<file path="src/rtl/iopb_desc_check.sv">
`timescale 1ns/1ps
// Validates the task descriptor and the access width before any read.
module iopb_desc_check #(
    parameter int LW        = 32,
    parameter int TYPE_W    = 4,
    parameter int SZW       = 3,
    parameter int TYPE_OK   = 9,
    parameter int MIN_LIMIT = 103
) (
    input  logic              present_i,
    input  logic [TYPE_W-1:0] type_i,
    input  logic [LW-1:0]     limit_i,
    input  logic [SZW-1:0]    size_i,
    output logic              desc_ok_o,
    output logic              size_ok_o
);
    localparam logic [TYPE_W-1:0] TYPE_VAL = TYPE_W'(TYPE_OK);
    localparam logic [LW-1:0]     LIM_MIN  = LW'(MIN_LIMIT);

    always_comb begin
        desc_ok_o = present_i && (type_i == TYPE_VAL) && (limit_i >= LIM_MIN);
        size_ok_o = (size_i == SZW'(1)) || (size_i == SZW'(2)) || (size_i == SZW'(4));
    end
endmodule

</file>
<file path="config.mk">
export PLATFORM = sky130hd
export DESIGN_NAME = iopb_desc_check
export DESIGN_NICKNAME = d
export VERILOG_FILES = /design/src/rtl/iopb_desc_check.sv
export SDC_FILE = /design/constraint.sdc
export NUM_CORES = 1
export LEC_CHECK = 0
export BUFFER_PORTS_ARGS = -buffer_cell sky130_fd_sc_hd__buf_4
export CAP_MARGIN = 40
export CORE_AREA = 2 2 39 41
export DETAILED_ROUTE_END_ITERATION = 8
export DIE_AREA = 0 0 41 43
export GPL_TIMING_DRIVEN = 0
export MAX_ROUTING_LAYER = met4
export SYNTH_ARGS = -nofsm -noshare
export SYNTH_HDL_FRONTEND = slang
export SYNTH_SLANG_ARGS = --single-unit
</file>
<file path="constraint.sdc">
create_clock -name vclk -period 1.1
set_clock_uncertainty 0.05 [all_clocks]
set_input_delay 0.165 -clock vclk [all_inputs]
set_output_delay 0.165 -clock vclk [all_outputs]
set_load 0.01 [all_outputs]
</file>
# After elaboration in Yosys (flattened, before gate mapping)
# Cells that the tools add are included.
# W data, S select, Z words.
totals:
  ramBits: 0
  latch_bits: 0
  mem_count: 0
  romBits: 0
  register_bits: 0
classes:
  n_bitwise: 0
  n_eq_ne: 4
  shift: 0
  muxes: 0
  order_cmp: 1
  reduce_logical: 4
  add_sub_neg: 0
  div: 0
  n_mul: 0
ops:
  columns: ["op", "count"]
  rows:
  - ["$ge A32 B7 Y1 const B", 1]
  - ["$eq A4 B4 Y1 const B", 1]
  - ["$eq A3 B1 Y1 const B", 1]
  - ["$eq A3 B2 Y1 const B", 1]
  - ["$eq A3 B3 Y1 const B", 1]
  - ["$logic_and A1 B1 Y1", 2]
  - ["$logic_or A1 B1 Y1", 2]

# Logic depth before layout (Yosys ltp)
# Gate-level depths: netlist of the first run.
logic_depth:
  word_depth: 3
  ltp_mapped: 4
  mapped_depth_nobuf: 4

# Worst setup path after synthesis of the first run
# Ideal clock, no wire load.
synth_timing:
  path_kind: "input to output"
  start: "input limit_i[24]"
  end: "output desc_ok_o"
  path_stages: 4
  required_time_ns: 0.885
  t_arrival_ns: 0.793
  path_slack_ns: 0.092
  cell_sequence: "nor4_1 > nand4_1 > nor3_1 > nor3_1"
synth_between:
  elab_chain_cells: 2
synth_rtl:
  columns: ["element", "line_no", "text"]
  rows:
  - ["start, declared", "12", "input logic [LW-1:0] limit_i,"]
  - ["$ge A32 B7 Y1", "21", "desc_ok_o = present_i && (type_i == TYPE_VAL) && (limit_i >= LIM_MIN);"]
  - ["$logic_and A1 B1 Y1", "21", null]
  - ["end, declared", "14", "output logic desc_ok_o,"]
# No other way between the ends.

# Worst setup path in the final report of the first run
layout_timing:
  start: "input limit_i[18]"
  end: "output desc_ok_o"
# Same word-level chain as after synthesis.

==> results.txt, run 1 <==
Critical path, cell by cell - buf_4 -> nor4_4 -> nand4_1 -> nor3_2 -> nor3_1 -> buf_4
Initial antenna violation count - 0
DRC viols - 0
Rows - 14
Crit share post-route - 1.156
Max stage delay on crit path - 0.24 ns
CP Capture Type - output pin
Placed cell count - 77
Remaining global-route overflow - 0
Drt pass-1 iters - 1
RSZ-0062 raised after global routing - yes
Syn Area/Cell - 5.729 µm²
Chip height - 43 µm
Outcome - finished, violations left
Critical path fanouts, max - 1
Area grow syn2layout - 401.2%
Final max-slew violation count - 0
Max cap viols - 0
Top post-synthesis cells by area - nor4_1 29%, nor3_1 18%, a311oi_1 8.0%, nand4b_1 8.0%, xnor2_1 8.0%
End point of the critical path - desc_ok_o
Final setup fails - 1
Power Density - 312.1 nW/µm²
Non-filler cells in the finished layout - 77
Die ar. - 1763 µm²
Worst path slowest cell - nor4_4
Synthesized net count - 59
Core ar. - 1384 µm²
PortBufs - 42
Post-route ant nets - 0
Mapped Cells - 19
Via density - 4.468
Tmin final - 1.271 ns
Vias in the first global route - 378
Finished Core Util - 0.3942
Routed vias - 344
Arr. time, crit path - 1.06 ns
Yosys top cell by area - nor4_1
FFs & Latches - 0
IR drop worst, VDD - 0.00008550 V
Share of the synthesized area in the top cell type - 0.2874
Design Area, Final - 545.5 µm²
GRT Resource Usage Total - 0.1054
Max Fclk - 0.7866 GHz
Post-detailed-route wirelength per cell - 12.42 µm
Number of diodes - 0
Final WL - 956 µm
Crit. path cell count - 6
Crit path buf inv count - 2
DR iter-0 viols - 0
Dpl hpwl - 792.3 µm
Worst EP required - 0.88 ns
Clock buffers - 0
DP Area - 444.2 µm²
Hold Crit Class - in -> out
Worst rel slew slack - 0.8205
RePlAce Congestion - 0.4745
Largest net degree at the start of global routing - 3
Ys Warns - 0
Register area - 0 µm²
CTS Hold Bufs - 0
Worst setup path class - in -> out
Register area share after synthesis - 0
Worst Tran Pin Value - 0.2675 ns
Io pins - 42
CP most frequent cell - buf_4
First-pass GRT wire length - 1290 µm
Starting density of the core - 0.07866
Top Family by Delay on Critical Path - simple AND/OR/NAND/NOR gates
Share of cells above drive strength 1 - 0.7869
Final hold violations - 0
Library cells used by synthesis - 10
Leak - 0.0002396 µW
Violated checks - negative setup slack
Commonest cells post-synth - 5 x nor4_1, 4 x nor3_1, 2 x nand2_1, 2 x nor2_1
Most common cell in the netlist - nor4_1
Worst Setup SP - limit_i[18]
Synthesized cell area - 108.9 µm²
Final setup margin - -0.1713 ns
Critical path launch point type - input pin
Die X - 41 µm
Total Nets Final - 103
worst min path at each step:
stage,startpoint,end,slack (ns),depth (start not counted)
detailed placement,type_i[1],desc_ok_o,0.53,3
finish,type_i[1],desc_ok_o,0.53,3
global placement,type_i[1],desc_ok_o,0.53,3
global route,type_i[1],desc_ok_o,0.54,3
floorplan,type_i[1],desc_ok_o,0.33,1
CTS,type_i[1],desc_ok_o,0.52,3
cell families after synthesis:
kind of cell	Yosys count	share of synthesized area
simple gates	16	0.7932
xor+xnor	1	0.08047
compound gates	2	0.1264
routing by layer:
layer	track usage	vias to the layer above	routed length, µm
met1	0.07595	142	217
met5	-	-	0
li1	-	164	-
met3	0.03141	0	266
met2	0.2281	38	473
met4	0	0	0
stage by stage:
stage | setup slack [ns] | hold slack, ns | power, µW | setup TNS [ns]
global placement | -0.2146 | 0.5266 | 135.0 | -0.2146
global route | -0.2614 | 0.5433 | 184.4 | -0.2614
CTS | -0.1585 | 0.5191 | 157.6 | -0.1585
finish | -0.1713 | 0.5260 | 170.2 | -0.1713
detailed placement | -0.2182 | 0.5270 | 137.2 | -0.2182
floorplan | 0.09244 | 0.3344 | 17.56 | 0
where the power goes:
part	switching [µW]	internal [µW]
clock network	0	0
logic	50.8	119
registers	0	0
cells in the final DEF, fill, tap and decap left out, drive strengths merged:
master,netlist,final
nor3,4,4
o21ai,1,1
nand4b,1,1
nand2,2,2
nand3,1,1
nand4,1,1
xnor2,1,1
nor2,2,2
nor4,5,5
a311oi,1,1
buf,0,42
final cells by class:
type                       count  area, µm²
fill                         155      838.3
multi-input combinational     19      180.2
tap                           16      20.02
timing repair buffer          42      345.3
repair_timing:
item	4_1_cts	5_1_grt
gates cloned	0	0
setup endpoints to repair	1	1
pin swaps	9	6
gates resized for setup	13	5
buffers inserted	0	0
Power figures use the tool's default switching activity.
==> run 2: changes to the inputs <==
==> constraint.sdc (replaced) <==
create_clock -name vclk -period 1.1
set_clock_uncertainty 0.05 [all_clocks]
set_input_delay 0.22 -clock vclk [all_inputs]
set_output_delay 0.22 -clock vclk [all_outputs]
set_load 0.01 [all_outputs]
==> run 2 against run 1 <==
Effect of this change:
- the flow still finishes with violations (negative setup slack)
- final cell count stayed put
- final area is 0.23% higher
- worst hold slack better by 0.11 ns
- largest power group unchanged
==> results.txt, run 2 (synthesis results as in run 1) <==
CTS Hold Bufs - 0 (unchanged)
First-pass GRT wire length - 1062 µm (-18%)
Leak - 0.0002390 µW (-0.23%)
Hold Crit Class - in -> out
Post-route ant nets - 0 (unchanged)
DRC viols - 0 (unchanged)
Tmin final - 1.367 ns (+0.09563 ns)
FFs & Latches - 0 (unchanged)
Most common cell after layout, fill and taps aside - buf_4
PortBufs - 42 (unchanged)
Largest net degree at the start of global routing - 3 (unchanged)
Total power - 166.8 µW (-2.0%)
GRT Resource Usage Total - 0.08188 (-0.02354)
Worst rel slew slack - 0.8487 (+0.02825)
CP Capture Type - output pin
Violated checks - negative setup slack
Clock buffers - 0 (unchanged)
Power Density - 305.0 nW/µm² (-2.3%)
Critical path fanouts, max - 1 (unchanged)
Routed vias - 323 (-6.1%)
Final hold violations - 0 (unchanged)
Total Nets Final - 103 (unchanged)
Worst setup path class - in -> out
Arr. time, crit path - 1.10 ns (+0.04 ns)
Die ar. - 1763 µm² (unchanged)
Outcome - finished, violations left
Multi-input gate area - 185.2 µm² (+2.8%)
Top Family by Delay on Critical Path - simple AND/OR/NAND/NOR gates
Dpl hpwl - 672.3 µm (-15%)
Starting density of the core - 0.07866 (unchanged)
Io pins - 42 (unchanged)
Finished Core Util - 0.3951 (+0.0009050)
Share of cells above drive strength 1 - 0.8033 (+0.01639)
Area grow syn2layout - 402.3%
Drt pass-1 iters - 1 (unchanged)
Max stage delay on crit path - 0.25 ns (about the same)
Final WL - 736 µm (-23%)
RePlAce Congestion - 0.5310 (+12%)
Remaining global-route overflow - 0 (unchanged)
Chip height - 43 µm (unchanged)
Rows - 14 (unchanged)
Final setup margin - -0.2669 ns (-0.09564 ns)
IR drop worst, VDD - 0.00009682 V (+13%)
Worst Tran Pin Value - 0.2254 ns (-0.04209 ns)
Worst EP required - 0.83 ns (-0.05 ns)
Via density - 4.195 (-6.1%)
RSZ-0062 raised after global routing - yes
Worst path slowest cell - nor4_2
Die X - 41 µm (unchanged)
Commonest non-fill, non-tap cells in the layout - 35 x buf_4, 7 x buf_6, 4 x nor4_4
WHS - 0.6317 ns (+0.1057 ns)
Number of diodes - 0 (unchanged)
Max Fclk - 0.7316 GHz (-7.0%)
Vias in the first global route - 322 (-15%)
Critical path, cell by cell - buf_4 -> nor4_2 -> nand3_1 -> nor3_2 -> nor3_2 -> buf_4
Final max-slew violation count - 0 (unchanged)
DR iter-0 viols - 0 (unchanged)
Filler instances - 148 (-4.5%)
Register area - 0 µm² (unchanged)
Critical path launch point type - input pin
Initial antenna violation count - 0 (unchanged)
Crit share post-route - 1.243 (+0.08694)
Max cap viols - 0 (unchanged)
Final setup fails - 1 (unchanged)
Crit path buf inv count - 2 (unchanged)
Post-detailed-route wirelength per cell - 9.558 µm (-23%)
Core ar. - 1384 µm² (unchanged)
==> run 2: worst paths after layout <==
kind,to,depth (start not counted),start
max,desc_ok_o,6,limit_i[13]
min,desc_ok_o,3,type_i[1]
==> run 2: final cells by class <==
cell class | count | share of cell area
timing repair buffer | 42 | 0.6247
multi-input combinational | 19 | 0.3387
tap | 16 | 0.03661
==> run 2: repair_timing <==
item,CTS,global route
setup buffers,0,0
pin swaps,1,2
resized for setup,4,8
endpoints found under the setup margin,1,1
==> run 2: metal layers <==
layer,wire [µm],track usage,vias up
met2,438,0.1875,19
met3,111,0,0
met4,0,0,0
met5,0,-,-
met1,187,0.06329,140
li1,-,-,164
==> run 2: power breakdown <==
| group | leakage (µW) | switching, µW | total (µW) | internal, µW |
|---|---|---|---|---|
| Clock | 0 | 0 | 0 | 0 |
| Sequential | 0 | 0 | 0 | 0 |
| Combinational | 0.000239 | 48.5 | 167 | 118 |
| Total | 0.000239 | 48.5 | 167 | 118 |
==> run 2: through the flow <==
step | setup TNS (ns) | cells | instance area (µm²) | worst slack, ns
after CTS | -0.3162 | 77 | 501.7 | -0.3162
after floorplan | 0 | 19 | 143.9 | 0.001444
after global routing | -0.3377 | 77 | 546.8 | -0.3377
final | -0.2669 | 77 | 546.8 | -0.2669
after global placement | -0.3247 | 77 | 479.2 | -0.3247
after detailed placement | -0.3460 | 77 | 479.2 | -0.3460
==> run 3: changes to the inputs <==
--- a/config.mk
+++ b/config.mk
@@ -5,6 +5,7 @@
 export SDC_FILE = /design/constraint.sdc
 export NUM_CORES = 1
 export LEC_CHECK = 0
+export ABC_AREA = 1
 export BUFFER_PORTS_ARGS = -buffer_cell sky130_fd_sc_hd__buf_4
 export CAP_MARGIN = 40
 export CORE_AREA = 2 2 39 41
==> run 3 against run 2 <==
Effect of this change:
- the run still ends with negative setup slack left
- via count rose by 24%
- largest power group unchanged
- combinational power rose by 5%
- largest cell class unchanged
- global-route usage rose by 1.1 points
- non-clock buffer count did not move
==> results.txt, run 3 <==
Vias in the first global route - 390 (+21%)
Post-detailed-route wirelength per cell - 7.630 µm (-20%)
Synthesized net count - 82 (+39%)
Commonest cells post-synth - 19 x nor2_1, 12 x nand2_1, 4 x inv_1, 3 x nand3_1
Max Used Layer - met3
Most common cell after layout, fill and taps aside - buf_4
Die ar. - 1763 µm² (unchanged)
Top post-synthesis cells by area - nor2_1 40%, nand2_1 25%, nand3_1 8.5%, inv_1 8.5%, mux2_2 6.3%
Leak - 0.0002975 µW (+24%)
Routed vias - 400 (+24%)
Min-Delay Endpoint - size_ok_o
Part of the power in registers - 0 (unchanged)
Via density - 4.000 (-4.6%)
Final hold violations - 0 (unchanged)
Multi-input gate area - 196.4 µm² (+6.1%)
Critical path fanouts, max - 1 (unchanged)
Final setup fails - 2 (+1)
Chip height - 43 µm (unchanged)
Arr. time, crit path - 0.90 ns (-0.20 ns)
Dpl hpwl - 657.2 µm (-2.2%)
CP most frequent cell - nor2_1
CP Capture Type - output pin
Wl on met1 - 230 µm (+23%)
Register area share after synthesis - 0 (unchanged)
Violated checks - negative setup slack
Outcome - finished, violations left
PortBufs - 42 (unchanged)
Filler instances - 150 (+1.4%)
Clock buffers - 0 (unchanged)
Rows - 14 (unchanged)
Worst setup path class - in -> out
Worst EP required - 0.83 ns (about the same)
Share of cells above drive strength 1 - 0.6071 (-0.1961)
Critical path, cell by cell - buf_6 -> nor2_4 -> nand2_1 -> nor2_2 -> nand3_1 -> nor2_1 -> nor2_1 -> buf_4
Top Family by Delay on Critical Path - simple AND/OR/NAND/NOR gates
DP Area - 513.0 µm² (+7.0%)
Starting density of the core - 0.1284 (+0.04973)
Max cap viols - 0 (unchanged)
Most common cell in the netlist - nor2_1
Area grow syn2layout - 228.9%
GRT Resource Usage Total - 0.09314 (+0.01126)
Mapped Cells - 42 (+23)
Critical path launch point type - input pin
Design Area, Final - 584.3 µm² (+6.9%)
Largest net degree at the start of global routing - 3 (unchanged)
Crit share post-route - 1.067 (-0.1758)
Post-route ant nets - 0 (unchanged)
Int Power - 128.2 µW (+8.4%)
Syn Area/Cell - 4.230 µm² (-26%)
Worst rel slew slack - 0.9005 (+0.05181)
Final WL - 763 µm (+3.7%)
Hold Crit Class - in -> out
Yosys top cell by area - nor2_1
Worst Setup Slack post-DPL - -0.1304 ns (+0.2156 ns)
Die X - 41 µm (unchanged)
Crit path buf inv count - 2 (unchanged)
Worst Tran Pin Value - 0.1489 ns (-0.07652 ns)
Final max-slew violation count - 0 (unchanged)
Sw Share - 0.2699 (-0.02096)
Max Fclk - 0.8521 GHz (+16%)
Number of diodes - 0 (unchanged)
Clock network fraction of total power - 0 (unchanged)
Io pins - 42 (unchanged)
DR iter-0 viols - 3 (+3)
Ys Warns - 0 (unchanged)
Drt pass-1 iters - 4 (+3)
Hold path depth - 3 (unchanged)
RSZ-0062 raised after global routing - yes
Worst path slowest cell - buf_4
Remaining global-route overflow - 0 (unchanged)
Commonest non-fill, non-tap cells in the layout - 32 x buf_4, 12 x nand2_1, 11 x nor2_1
Synthesized cell area - 177.7 µm² (+63%)
Max stage delay on crit path - 0.13 ns (-0.12 ns)
Sw power - 47.37 µW (-2.3%)
Hold Startpoint - size_i[2]
RePlAce Congestion - 0.6283 (+18%)
WL met3 - 133 µm (+20%)
Initial antenna violation count - 0 (unchanged)
Register area - 0 µm² (unchanged)
Routed wl met2 - 398 µm (-9.1%)
Library cells used by synthesis - 8 (-2)
DRC viols - 0 (unchanged)
CTS Hold Bufs - 0 (unchanged)
Gate power share - 1.000 (about the same)
Final setup margin - -0.07356 ns (+0.1934 ns)
FFs & Latches - 0 (unchanged)
Power Density - 300.4 nW/µm² (-1.5%)
Total Nets Final - 126 (+22%)
Core ar. - 1384 µm² (unchanged)
IR drop worst, VDD - 0.0001044 V (+7.9%)
First-pass GRT wire length - 1235 µm (+16%)
Share of the synthesized area in the top cell type - 0.4014 (+0.1141)
Tmin final - 1.174 ns (-0.1934 ns)
run 3: cell count changes after synthesis, moves of 2 or more:
cell | before | now
nor2_1 | 2 | 19
nand2_1 | 2 | 12
nor4_1 | 5 | 0
inv_1 | 0 | 4
nor3_1 | 4 | 0
nand3_1 | 1 | 3
run 3: cells by family (layout without fill, tap and decap cells):
| logic type | count (synthesis) | in the layout | synth area share |
|---|---|---|---|
| AND/OR/NAND/NOR | 35 | 35 | 0.7817 |
| buffers and inverters | 4 | 46 | 0.08448 |
| multiplexers | 1 | 1 | 0.06338 |
| AO/OA/AOI/OAI | 2 | 2 | 0.07041 |
run 3: stage by stage:
step / total power, µW / hold WS, ns / TNS (ns) / util / std cells
final: 175.5 / 0.7000 / -0.07799 / 0.4222 / 100
after global routing: 192.5 / 0.7130 / -0.1887 / 0.4222 / 100
after CTS: 167.6 / 0.6967 / -0.1195 / 0.4060 / 100
after detailed placement: 147.8 / 0.7085 / -0.2102 / 0.3707 / 100
after global placement: 145.6 / 0.7072 / -0.1918 / 0.3707 / 100
after floorplan: 31.70 / 0.5084 / 0 / - / 42
run 3: timing repair:
action	in CTS	in global routing
setup buffers	0	0
gates cloned	0	0
pin swaps	11	7
resized for setup	14	7
setup endpoints to repair	2	2
run 3: final cells by class:
class              count  area share
multi-input cells     38      0.3362
well taps             16     0.03426
repair buffers        42      0.6039
inverters              4     0.02570
run 3: worst max-delay path by stage:
stage           startpoint        end  slack [ns]  cells after the start
3_5_place_dp   limit_i[12]  desc_ok_o       -0.13                      8
3_3_place_gp   limit_i[12]  desc_ok_o       -0.12                      8
6_report       limit_i[15]  desc_ok_o       -0.07                      8
2_1_floorplan   limit_i[7]  desc_ok_o        0.14                      7
4_1_cts         limit_i[8]  desc_ok_o       -0.11                      8
5_1_grt        limit_i[15]  desc_ok_o       -0.17                      8
run 3: tightest hold or removal path, cell delays in order:
cell and delay, ns:
buf_4 0.08, mux2_4 0.13, buf_6 0.09
run 3: per-layer routing:
layer,vias up,GRT usage
met5,-,-
met4,0,0
met3,0,0
met2,29,0.1906
met1,158,0.09494
li1,213,-
run 3: power groups by stage:
stage | logic (µW) | registers [µW] | clock network [µW]
6_report | 176 | 0 | 0
5_1_grt | 192 | 0 | 0
4_1_cts | 168 | 0 | 0
3_5_place_dp | 148 | 0 | 0
3_3_place_gp | 146 | 0 | 0
2_1_floorplan | 31.7 | 0 | 0
